`src/rtl/rxf_pkg.sv`:
```
package rxf_pkg;
  typedef struct packed {
    logic pushEn;
    logic popEn;
  } rxf_strobe_t;
endpackage

```
`src/rtl/rxf_datapath.sv`:
```
module rxf_datapath
  import rxf_pkg::*;
#(
  parameter int DEPTH = 64,
  parameter int DW = 8,
  parameter int EW = 3,
  parameter int CW = $clog2(DEPTH + 1)
) (
  input  logic          clk,
  input  logic          rst,
  input  rxf_strobe_t   strb,
  input  logic [DW-1:0] wrData,
  input  logic [EW-1:0] wrErr,
  output logic [DW-1:0] rdData,
  output logic [EW-1:0] rdErr,
  output logic [CW-1:0] count
);
  localparam int EntryW = DW + EW;
  localparam int PW = (DEPTH > 1) ? $clog2(DEPTH) : 1;

  logic [EntryW-1:0] store [DEPTH];
  logic [PW-1:0] wrPtr, rdPtr;

  function automatic logic [PW-1:0] nextPtr(input logic [PW-1:0] p);
    return (p == PW'(DEPTH - 1)) ? '0 : p + 1'b1;
  endfunction

  always_ff @(posedge clk) begin
    if (strb.pushEn) store[wrPtr] <= {wrErr, wrData};
  end

  always_ff @(posedge clk) begin
    if (rst) begin
      wrPtr <= '0;
      rdPtr <= '0;
      count <= '0;
    end else begin
      if (strb.pushEn) wrPtr <= nextPtr(wrPtr);
      if (strb.popEn) rdPtr <= nextPtr(rdPtr);
      case ({strb.pushEn, strb.popEn})
        2'b10:   count <= count + 1'b1;
        2'b01:   count <= count - 1'b1;
        default: count <= count;
      endcase
    end
  end

  assign {rdErr, rdData} = store[rdPtr];
endmodule

```
`src/rtl/rxf_control.sv`:
```
module rxf_control
  import rxf_pkg::*;
#(
  parameter int DEPTH = 64,
  parameter int LVL0 = 8,
  parameter int LVL1 = 16,
  parameter int LVL2 = 56,
  parameter int LVL3 = 60,
  parameter int CW = $clog2(DEPTH + 1)
) (
  input  logic          clk,
  input  logic          rst,
  input  logic          rxValid,
  input  logic          popReq,
  input  logic [CW-1:0] count,
  input  logic [1:0]    trigSel,
  input  logic          autoRtsEn,
  input  logic          rtsReq,
  input  logic          rtsIntEn,
  input  logic          statusRd,
  input  logic          intStatRd,
  output rxf_strobe_t   strb,
  output logic          rtsN,
  output logic          rxTrigIrq,
  output logic          rtsIntFlag,
  output logic          overrun
);
  logic full, isEmpty;
  logic [CW-1:0] trigLvl, pauseLvl, resumeLvl;
  logic stopped, stoppedNext, rtsNNext;

  assign full    = (count == CW'(DEPTH));
  assign isEmpty = (count == '0);

  assign strb.pushEn = rxValid & ~full;
  assign strb.popEn  = popReq & ~isEmpty;

  always_comb begin
    case (trigSel)
      2'd0: begin trigLvl = CW'(LVL0); pauseLvl = CW'(LVL1); resumeLvl = '0;        end
      2'd1: begin trigLvl = CW'(LVL1); pauseLvl = CW'(LVL2); resumeLvl = CW'(LVL0); end
      2'd2: begin trigLvl = CW'(LVL2); pauseLvl = CW'(LVL3); resumeLvl = CW'(LVL1); end
      default: begin trigLvl = CW'(LVL3); pauseLvl = CW'(LVL3); resumeLvl = CW'(LVL2); end
    endcase
  end

  assign rxTrigIrq = (count >= trigLvl);

  always_comb begin
    if (!(rtsReq && autoRtsEn))  stoppedNext = 1'b0;
    else if (count >= pauseLvl)  stoppedNext = 1'b1;
    else if (count <= resumeLvl) stoppedNext = 1'b0;
    else                         stoppedNext = stopped;
  end

  assign rtsNNext = ~rtsReq | (autoRtsEn & stoppedNext);

  always_ff @(posedge clk) begin
    if (rst) begin
      stopped    <= 1'b0;
      rtsN       <= 1'b1;
      rtsIntFlag <= 1'b0;
      overrun    <= 1'b0;
    end else begin
      stopped <= stoppedNext;
      rtsN    <= rtsNNext;
      if (rtsIntEn && !rtsN && rtsNNext) rtsIntFlag <= 1'b1;
      else if (intStatRd)                rtsIntFlag <= 1'b0;
      if (rxValid && full)  overrun <= 1'b1;
      else if (statusRd)    overrun <= 1'b0;
    end
  end
endmodule

```
`src/rtl/rx_fifo_rts.sv`:
```
module rx_fifo_rts
  import rxf_pkg::*;
#(
  parameter int DEPTH = 64,
  parameter int DW = 8,
  parameter int EW = 3,
  parameter int LVL0 = 8,
  parameter int LVL1 = 16,
  parameter int LVL2 = 56,
  parameter int LVL3 = 60
) (
  input  logic                         clk,
  input  logic                         rst,
  input  logic                         rxValid,
  input  logic [DW-1:0]                rxData,
  input  logic [EW-1:0]                rxErr,
  input  logic                         popReq,
  output logic [DW-1:0]                popData,
  output logic [EW-1:0]                popErr,
  input  logic [1:0]                   trigSel,
  input  logic                         autoRtsEn,
  input  logic                         rtsReq,
  input  logic                         rtsIntEn,
  input  logic                         statusRd,
  input  logic                         intStatRd,
  output logic                         rtsN,
  output logic                         rxTrigIrq,
  output logic                         rtsIntFlag,
  output logic                         overrun,
  output logic [$clog2(DEPTH+1)-1:0]   count,
  output logic                         empty
);
  localparam int CW = $clog2(DEPTH + 1);

  rxf_strobe_t strb;

  rxf_control #(
    .DEPTH(DEPTH), .LVL0(LVL0), .LVL1(LVL1), .LVL2(LVL2), .LVL3(LVL3), .CW(CW)
  ) u_ctrl (
    .clk(clk), .rst(rst), .rxValid(rxValid), .popReq(popReq), .count(count),
    .trigSel(trigSel), .autoRtsEn(autoRtsEn), .rtsReq(rtsReq), .rtsIntEn(rtsIntEn),
    .statusRd(statusRd), .intStatRd(intStatRd), .strb(strb), .rtsN(rtsN),
    .rxTrigIrq(rxTrigIrq), .rtsIntFlag(rtsIntFlag), .overrun(overrun)
  );

  rxf_datapath #(.DEPTH(DEPTH), .DW(DW), .EW(EW), .CW(CW)) u_dp (
    .clk(clk), .rst(rst), .strb(strb), .wrData(rxData), .wrErr(rxErr),
    .rdData(popData), .rdErr(popErr), .count(count)
  );

  assign empty = (count == '0);
endmodule

```
`config.mk`:
```
export PLATFORM = sky130hd
export DESIGN_NAME = rx_fifo_rts
export DESIGN_NICKNAME = d
export VERILOG_FILES = /design/src/rtl/rxf_pkg.sv /design/src/rtl/rxf_datapath.sv /design/src/rtl/rxf_control.sv /design/src/rtl/rx_fifo_rts.sv
export SDC_FILE = /design/constraint.sdc
export NUM_CORES = 1
export LEC_CHECK = 0
export BUFFER_PORTS_ARGS = -buffer_cell sky130_fd_sc_hd__buf_2
export CAP_MARGIN = 0
export CORE_MARGIN = 8
export CORE_UTILIZATION = 55
export CTS_CLUSTER_DIAMETER = 40
export DETAILED_ROUTE_END_ITERATION = 10
export GPL_TIMING_DRIVEN = 0
export PLACE_DENSITY = 0.82
export SLEW_MARGIN = 20
export SYNTH_ARGS = -nofsm -noshare
export SYNTH_HDL_FRONTEND = slang
export SYNTH_SLANG_ARGS = --single-unit
```
`constraint.sdc`:
```
create_clock -name clk -period 5.83 [get_ports clk]
set_input_delay 0.583 -clock clk [delete_from_list [all_inputs] [get_ports clk]]
set_output_delay 0.583 -clock clk [all_outputs]
set_load 0.01 [all_outputs]
```
==> results of run 1 <==
-- through the flow --
step,total power [mW],util (%),hold WS [ns],worst slack (ns)
global route,14.0,63.4,0.147,1.13
global placement,7.98,57.3,0.464,2.04
floorplan,7.31,-,0.485,2.88
detailed placement,8.03,57.4,0.471,1.98
CTS,13.6,63.2,0.119,1.34
finish,13.7,63.5,0.146,1.12
-- power by group --
part	switching [mW]	internal (mW)
Sequential	0.0552	5.83
Clock	2.29	3.37
Combinational	1.24	0.869
Total	3.58	10.1
-- routing by layer --
metal  global-route usage [%]  vias up  routed length (um)
li1                         -     6134                   -
met1                     32.1     7976               26100
met2                     37.6     1335               34000
met3                     7.18      284                9710
met4                     13.5        2                4260
met5                        0        -                  11
-- sequential cells by signal, summed over array words and instances (netlist names), named ones only --
register           cells
u_ctrl.overrun         1
u_ctrl.rtsIntFlag      1
u_ctrl.rtsN            1
u_ctrl.stopped         1
u_dp.count             7
u_dp.rdPtr             6
u_dp.store           704
u_dp.wrPtr             6
-- cell type report --
type,count,area (um^2)
sequential,733,21700
fill,3362,19100
inverter,15,56.3
clock buffer,104,2370
buffer,74,382
timing repair buffer,42,238
multi-input combinational,585,6760
tap,688,861
clock inverter,61,688
antenna,1,2.50
-- worst max-delay path by stage --
stage	depth (start not counted)	start	slack, ns	end
floorplan	10	u_dp.count[0]	2.88	u_dp.count[6]
global placement	7	flop	2.04	popData[0]
detailed placement	7	flop	1.98	popData[0]
CTS	7	flop	1.34	popData[0]
global route	7	flop	1.13	popData[0]
finish	7	flop	1.12	popData[0]
-- cell usage in the layout (no fill, tap or decap), drive strengths merged, types with 4 or more instances in the layout --
master    synthesis  final
nand2b            5      5
clkbuf           34    138
buf              40     82
a22oi            10     10
inv              15     27
or3               5      5
mux4            176    176
nor2             90     90
or2               4      4
nand3            15     15
xor2              8      8
edfxtp          704    704
or3b              4      4
o22ai            32     32
a21oi            16     16
o21ai             6      6
ha               16     16
and2              5      5
a221oi            9      9
mux2i            45     45
or4               5      5
nor2b            16     16
dfxtp            29     29
clkinv            0     26
o21a              4      4
and3b             4      4
nor3             25     25
nand2            28     28
clkinvlp          0     14
a22o              9      9
bufinv            0      9
-- worst max-delay path: cells and delay by family, from the launching register on --
kind / cells / cell delay [ns]
flops: 1 / 0.32
simple gates: 1 / 0.63
mux: 1 / 0.66
compound gates: 1 / 0.19
buf+inv: 4 / 1.69
-- logic make-up after synthesis --
logic type,synth area share [%]
DFF,75.4
xor gates and xnor gates,0.304
muxes,15.4
AOI/OAI and AO/OA,2.82
buffers and inverters,1.52
adders and majority gates,0.765
and+or+nand+nor,3.78
==> metrics.md, run 1 <==
| Metric | Value |
|---|---|
| Status | `complete, no violations` |
| Most frequent cell after synthesis | `edfxtp_1` |
| Hold Fails Final Rpt | `0` |
| Global-route wire length before repair | `107000 um` |
| Max incr delay on CP | `0.83 ns` |
| Hold EP | `u_ctrl.rtsN` |
| Max Clock Freq | `0.212 GHz` |
| Core area | `52100 um^2` |
| Placer Congestion | `1.05` |
| Largest net degree at the start of global routing | `65` |
| Initial antenna violation count | `3` |
| Setup_tns | `0 ns` |
| Hold Crit Depth | `2` |
| Synth top area share | `73.4%` |
| Seq/Total Area, Yosys | `75.4%` |
| CTS resizes | `0` |
| Antenna viol nets, final | `0` |
| Count of state elements after synthesis | `733` |
| Vias in the first global route | `15.7k` |
| Finished Cell Area | `33100 um^2` |
| R2r worst-path depth | `5` |
| Ys flop type | `edfxtp_1` |
| Post-route insts no fill | `2303` |
| Layout Area Growth over Synthesis | `14.8%` |
| Clock Skew | `0.0304 ns` |
| Critical path class | `reg2out` |
| PortBufs | `42` |
| CP dominant cell by count | `buf_2` |
| Hold Startpoint | `rtsReq` |
| Tot GR Track Use | `24.7%` |
| RR Startpoint | `u_dp.count[0]` |
| Area contributors post-synth | `edfxtp_1 (73%), mux4_2 (14%), dfxtp_1 (2.0%)` |
| Fin nets | `1580` |
| Total of max-cap violations | `0` |
| Post-synth ARST share | `0%` |
| VDD IR max | `0.220 mV` |
| CTS H-Tree Depth | `3` |
| Row Count | `84` |
| Slew Limit Headroom | `20.9%` |
| Synth Instances | `1407` |
| CP cell instances | `buf_2, buf_2, buf_1, mux2i_1, o22ai_1, or4_1, buf_2` |
| PwrDens | `413 nW/um^2` |
| Hpwl dp | `44100 um` |
| CTS clock-pin slew for the worst setup and hold paths | `0.06 ns` |
| CP Launch Type | `flop` |
| Syn_area_per_cell | `20.5 um^2` |
| Most frequent cells after synthesis | `edfxtp_1 (704), mux4_2 (176), nor2_1 (90), mux2i_1 (45), clkbuf_1 (33)` |
| Register-to-register setup slack | `1.97 ns` |
| Clk buf depth | `3` |
| CTS Root Cell | `clkbuf_16` |
| Syn Nets | `1446` |
| DIE HEIGHT | `245 um` |
| Yosys cell types | `61` |
| DRC Markers | `0` |
| # placed instances | `2137` |
| Remaining Overflow, GRT | `0` |
| DR vias/cell | `6.83` |
| Worst path arrival time | `4.13 ns` |
| Hold crit path type | `in2reg` |
| Final slew viol count | `0` |
| CTS tree | `built` |
| Syn. warnings | `0` |
| Unrepaired setup endpoints after global routing | `no` |
| Crit-path slowest cell | `buf_1` |
| CTS Buf Count | `90` |
| Worst skew pair latency | `0.64 ns` |
| Clock sink count | `733` |
| Total length of routed wires | `74100 um` |
| Hold bufs inserted after CTS | `0` |
| Post-Syn Area | `28800 um^2` |
| Drt first pass iters | `8` |
| Leak | `10.3 nW` |
| CP endpoint kind | `primary output` |
| Final setup vio count | `0` |
| Layout cells sized above 1 | `28.4%` |
| DR vias | `15.7k` |
| Critical path peak fanout | `10` |
| Worst Path Required | `5.25 ns` |
| Slew @ Worst Pin | `1.18 ns` |
| Die footprint | `59900 um^2` |
| Minimum clock period | `4.71 ns` |
| Post-CTS setup buffers | `0` |
| Worst r2r dst | `u_dp.store[53][8]` |
| Starting Density | `55.2%` |
| Die width | `245 um` |
| Largest area contributor in the netlist | `edfxtp_1` |
| Post-DR wirelength/cell | `32.2 um` |
| EDFF count, synth | `704` |
| Period utilisation layout | `80.8%` |
| # IOs | `45` |
| 1st-iter DRT viols | `2564` |
| Placed cell areas | `29900 um^2` |
Power figures use the tool's default switching activity.
==> run 2: changes to the inputs <==
Settings changed: PLACE_DENSITY 0.82 to 0.85.
Clock period 5.83 ns to 3.8 ns, I/O delays scaled along.
==> run 2 against run 1 <==
Compared with the run above:
- sequential share of layout area hardly changed
- final cell count is 0.56% lower
- count of clock-buffer cells in the layout is 6 lower
- setup slack worse by 1.2 ns
- core utilization hardly changed
- combinational power is 62% higher
- non-clock buffer count is 1 higher
- the run now ends with setup timing left
- flip-flop and latch count stayed put
- highest routed layer is now met4
- routed wire length is 4.7% higher
- largest power group unchanged
- critical path depth stayed put
==> metrics.md, run 2 (same netlist as run 1, synthesis figures left out) <==
| Metric | Value |
|---|---|
| Status | `finished with violations (was complete, no violations)` |
| Failing checks | `setup timing` |
| Diode count | `0 (was 1)` |
| Remaining Overflow, GRT | `0 (unchanged)` |
| Hold Fails Final Rpt | `0 (unchanged)` |
| VDD IR max | `0.441 mV (was 0.220 mV)` |
| CP cell instances | `buf_2, buf_2, clkbuf_4, mux2i_1, o22ai_1, or4_1, buf_2 (was buf_2, buf_2, buf_1, mux2i_1, o22ai_1, or4_1, buf_2)` |
| Layout cells sized above 1 | `29.8% (was 28.4%)` |
| PortBufs | `42 (unchanged)` |
| # placed instances | `2137 (unchanged)` |
| Sequential share of power | `43.6% (was 43.1%)` |
| Critical path peak fanout | `10 (unchanged)` |
| Worst skew pair latency | `0.63 ns (was 0.64 ns)` |
| Die footprint | `59900 um^2 (unchanged)` |
| Cell count along the critical path | `7 (unchanged)` |
| Total length of routed wires | `77600 um (was 74100 um)` |
| Drt first pass iters | `5 (was 8)` |
| Layout Area Growth over Synthesis | `14.9% (was 14.8%)` |
| Worst setup margin | `-0.0455 ns (was 1.12 ns)` |
| Critical path class | `reg2out (unchanged)` |
| CTS H-Tree Depth | `3 (unchanged)` |
| Crit-path slowest cell | `or4_1 (was buf_1)` |
| Buf+Inv Stages, Crit Path | `4 (unchanged)` |
| CP endpoint kind | `primary output (unchanged)` |
| Clock sink count | `733 (unchanged)` |
| Tot GR Track Use | `25.3% (was 24.7%)` |
| Worst Path Required | `3.42 ns (was 5.25 ns)` |
| Leak | `10.3 nW (about the same)` |
| 1st-iter DRT viols | `2684 (was 2564)` |
| Largest Register | `u_dp.store (unchanged)` |
| Clock Skew | `0.0290 ns (was 0.0304 ns)` |
| Clk buf depth | `3 (unchanged)` |
| Vias in the first global route | `16.0k (was 15.7k)` |
| Global-route wire length before repair | `109000 um (was 107000 um)` |
| Worst slack, placed | `0.117 ns (was 1.98 ns)` |
| CTS clock-pin slew for the worst setup and hold paths | `0.06 ns (about the same)` |
| Antenna viol nets, final | `0 (unchanged)` |
| Placer Congestion | `0.974 (was 1.05)` |
| CTS Buf Count | `83 (was 90)` |
| Die width | `245 um (unchanged)` |
| Slew Limit Headroom | `19.9% (was 20.9%)` |
| CTS tree | `built (unchanged)` |
| Max FFs per register | `704 (unchanged)` |
| CP Launch Type | `flop (unchanged)` |
| Total of max-cap violations | `0 (unchanged)` |
| Post-route insts no fill | `2290 (was 2303)` |
| Final slew viol count | `0 (unchanged)` |
| CTS Root Cell | `clkbuf_16 (unchanged)` |
| Minimum clock period | `3.85 ns` |
| # IOs | `45 (unchanged)` |
| Initial antenna violation count | `1 (was 3)` |
| Crit path max-delay family | `buffers and inverters (unchanged)` |
| Largest registers | `u_dp.store (704), u_dp.count (7) (unchanged)` |
| Final setup vio count | `7 (was 0)` |
| Worst path arrival time | `3.47 ns (was 4.13 ns)` |
| DIE HEIGHT | `245 um (unchanged)` |
| Max incr delay on CP | `0.64 ns (was 0.83 ns)` |
| Hold crit path type | `in2reg (unchanged)` |
| Clock network power share | `39.9% (was 41.4%)` |
| Setup_tns | `-0.188 ns (was 0 ns)` |
| DR vias | `15.8k (was 15.7k)` |
| Hold Crit Depth | `3 (was 2)` |
| R2r worst-path depth | `5 (unchanged)` |
| Post-CTS setup buffers | `0 (unchanged)` |
| Row Count | `84 (unchanged)` |
| Starting Density | `55.2% (unchanged)` |
| Max Clock Freq | `0.260 GHz` |
| DR vias/cell | `6.91 (was 6.83)` |
| Core area | `52100 um^2 (unchanged)` |
| Net Sw Power | `5.38 mW (was 3.58 mW)` |
| Slew @ Worst Pin | `1.20 ns (was 1.18 ns)` |
| DRC Markers | `0 (unchanged)` |
| Largest net degree at the start of global routing | `65 (unchanged)` |
| Post-DR wirelength/cell | `33.9 um (was 32.2 um)` |
| Logic pwr share | `16.5% (was 15.4%)` |
| Commonest non-fill, non-tap cell in the layout | `edfxtp_1 (unchanged)` |
| Commonest non-fill, non-tap cells in the layout | `edfxtp_1 (704), mux4_2 (176), clkbuf_16 (87) (was edfxtp_1 (704), mux4_2 (176), clkbuf_16 (93))` |
| CP dominant cell by count | `buf_2 (unchanged)` |
| Internal power | `15.3 mW (was 10.1 mW)` |
| Hpwl dp | `45600 um (was 44100 um)` |
| Switching Fraction | `26.0% (was 26.2%)` |
| Fin util | `63.5% (about the same)` |
| Fin nets | `1574 (was 1580)` |
| Fillers | `3340 (was 3362)` |
| PwrDens | `626 nW/um^2 (was 413 nW/um^2)` |
| Period utilisation layout | `101%` |
[run 2: stage by stage]
| stage | hold slack (ns) | power (mW) | area, um^2 |
|---|---|---|---|
| final | 0.0347 | 20.7 | 33100 |
| after global routing | 0.0511 | 21.2 | 33100 |
| after CTS | 0.0206 | 20.6 | 32900 |
| after detailed placement | 0.465 | 12.3 | 29900 |
| after global placement | 0.468 | 12.2 | 29900 |
| after floorplan | 0.452 | 11.2 | 28800 |
[run 2: timing repair]
item / 4_1_cts / 5_1_grt
setup endpoints to repair: 11 / 110
resized for setup: 63 / 25
hold endpoints to repair: 1 / 0
pin swaps: 0 / 0
hold buffers: 1 / 0
[run 2: final timing paths]
kind             startpoint           endpoint  slack, ns
max                    flop         popData[2]      -0.05
min                statusRd     u_ctrl.overrun       0.03
max reg2reg   u_dp.count[4]  u_dp.store[53][0]       0.10
min reg2reg  u_ctrl.overrun     u_ctrl.overrun       0.48
[run 2: per-layer routing]
metal / vias to the layer above / share of wire (%) / global-route usage, %
met1: 7999 / 34 / 32.0
met4: 0 / 5.3 / 13.3
li1: 6124 / - / -
met5: - / 0 / 0
met2: 1428 / 48 / 40.1
met3: 272 / 13 / 6.63
[run 2: power by group through the flow]
stage	logic (mW)	clock network, mW	registers, mW
after floorplan	2.03	0	9.19
after global placement	3.05	0	9.19
after detailed placement	3.14	0	9.20
after CTS	3.28	8.26	9.04
after global routing	3.54	8.57	9.05
final	3.42	8.26	9.04
[run 2: final cells by class]
cell class                      count  area (um^2)  area share (%)
Multi-Input combinational cell    585         6890            20.8
Timing Repair Buffer               43          248           0.749
Clock inverter                     54          616            1.86
Clock buffer                       98         2220            6.70
Sequential cell                   733        21700            65.6
Inverter                           15         56.3           0.170
Buffer                             74          484            1.46
Tap cell                          688          861            2.60
[run 2: tightest hold or removal path, delay by kind of cell]
family                 cells  cell delay, ns
AOI/OAI and AO/OA          1            0.06
and+or+nand+nor            1            0.08
buffers and inverters      1            0.07
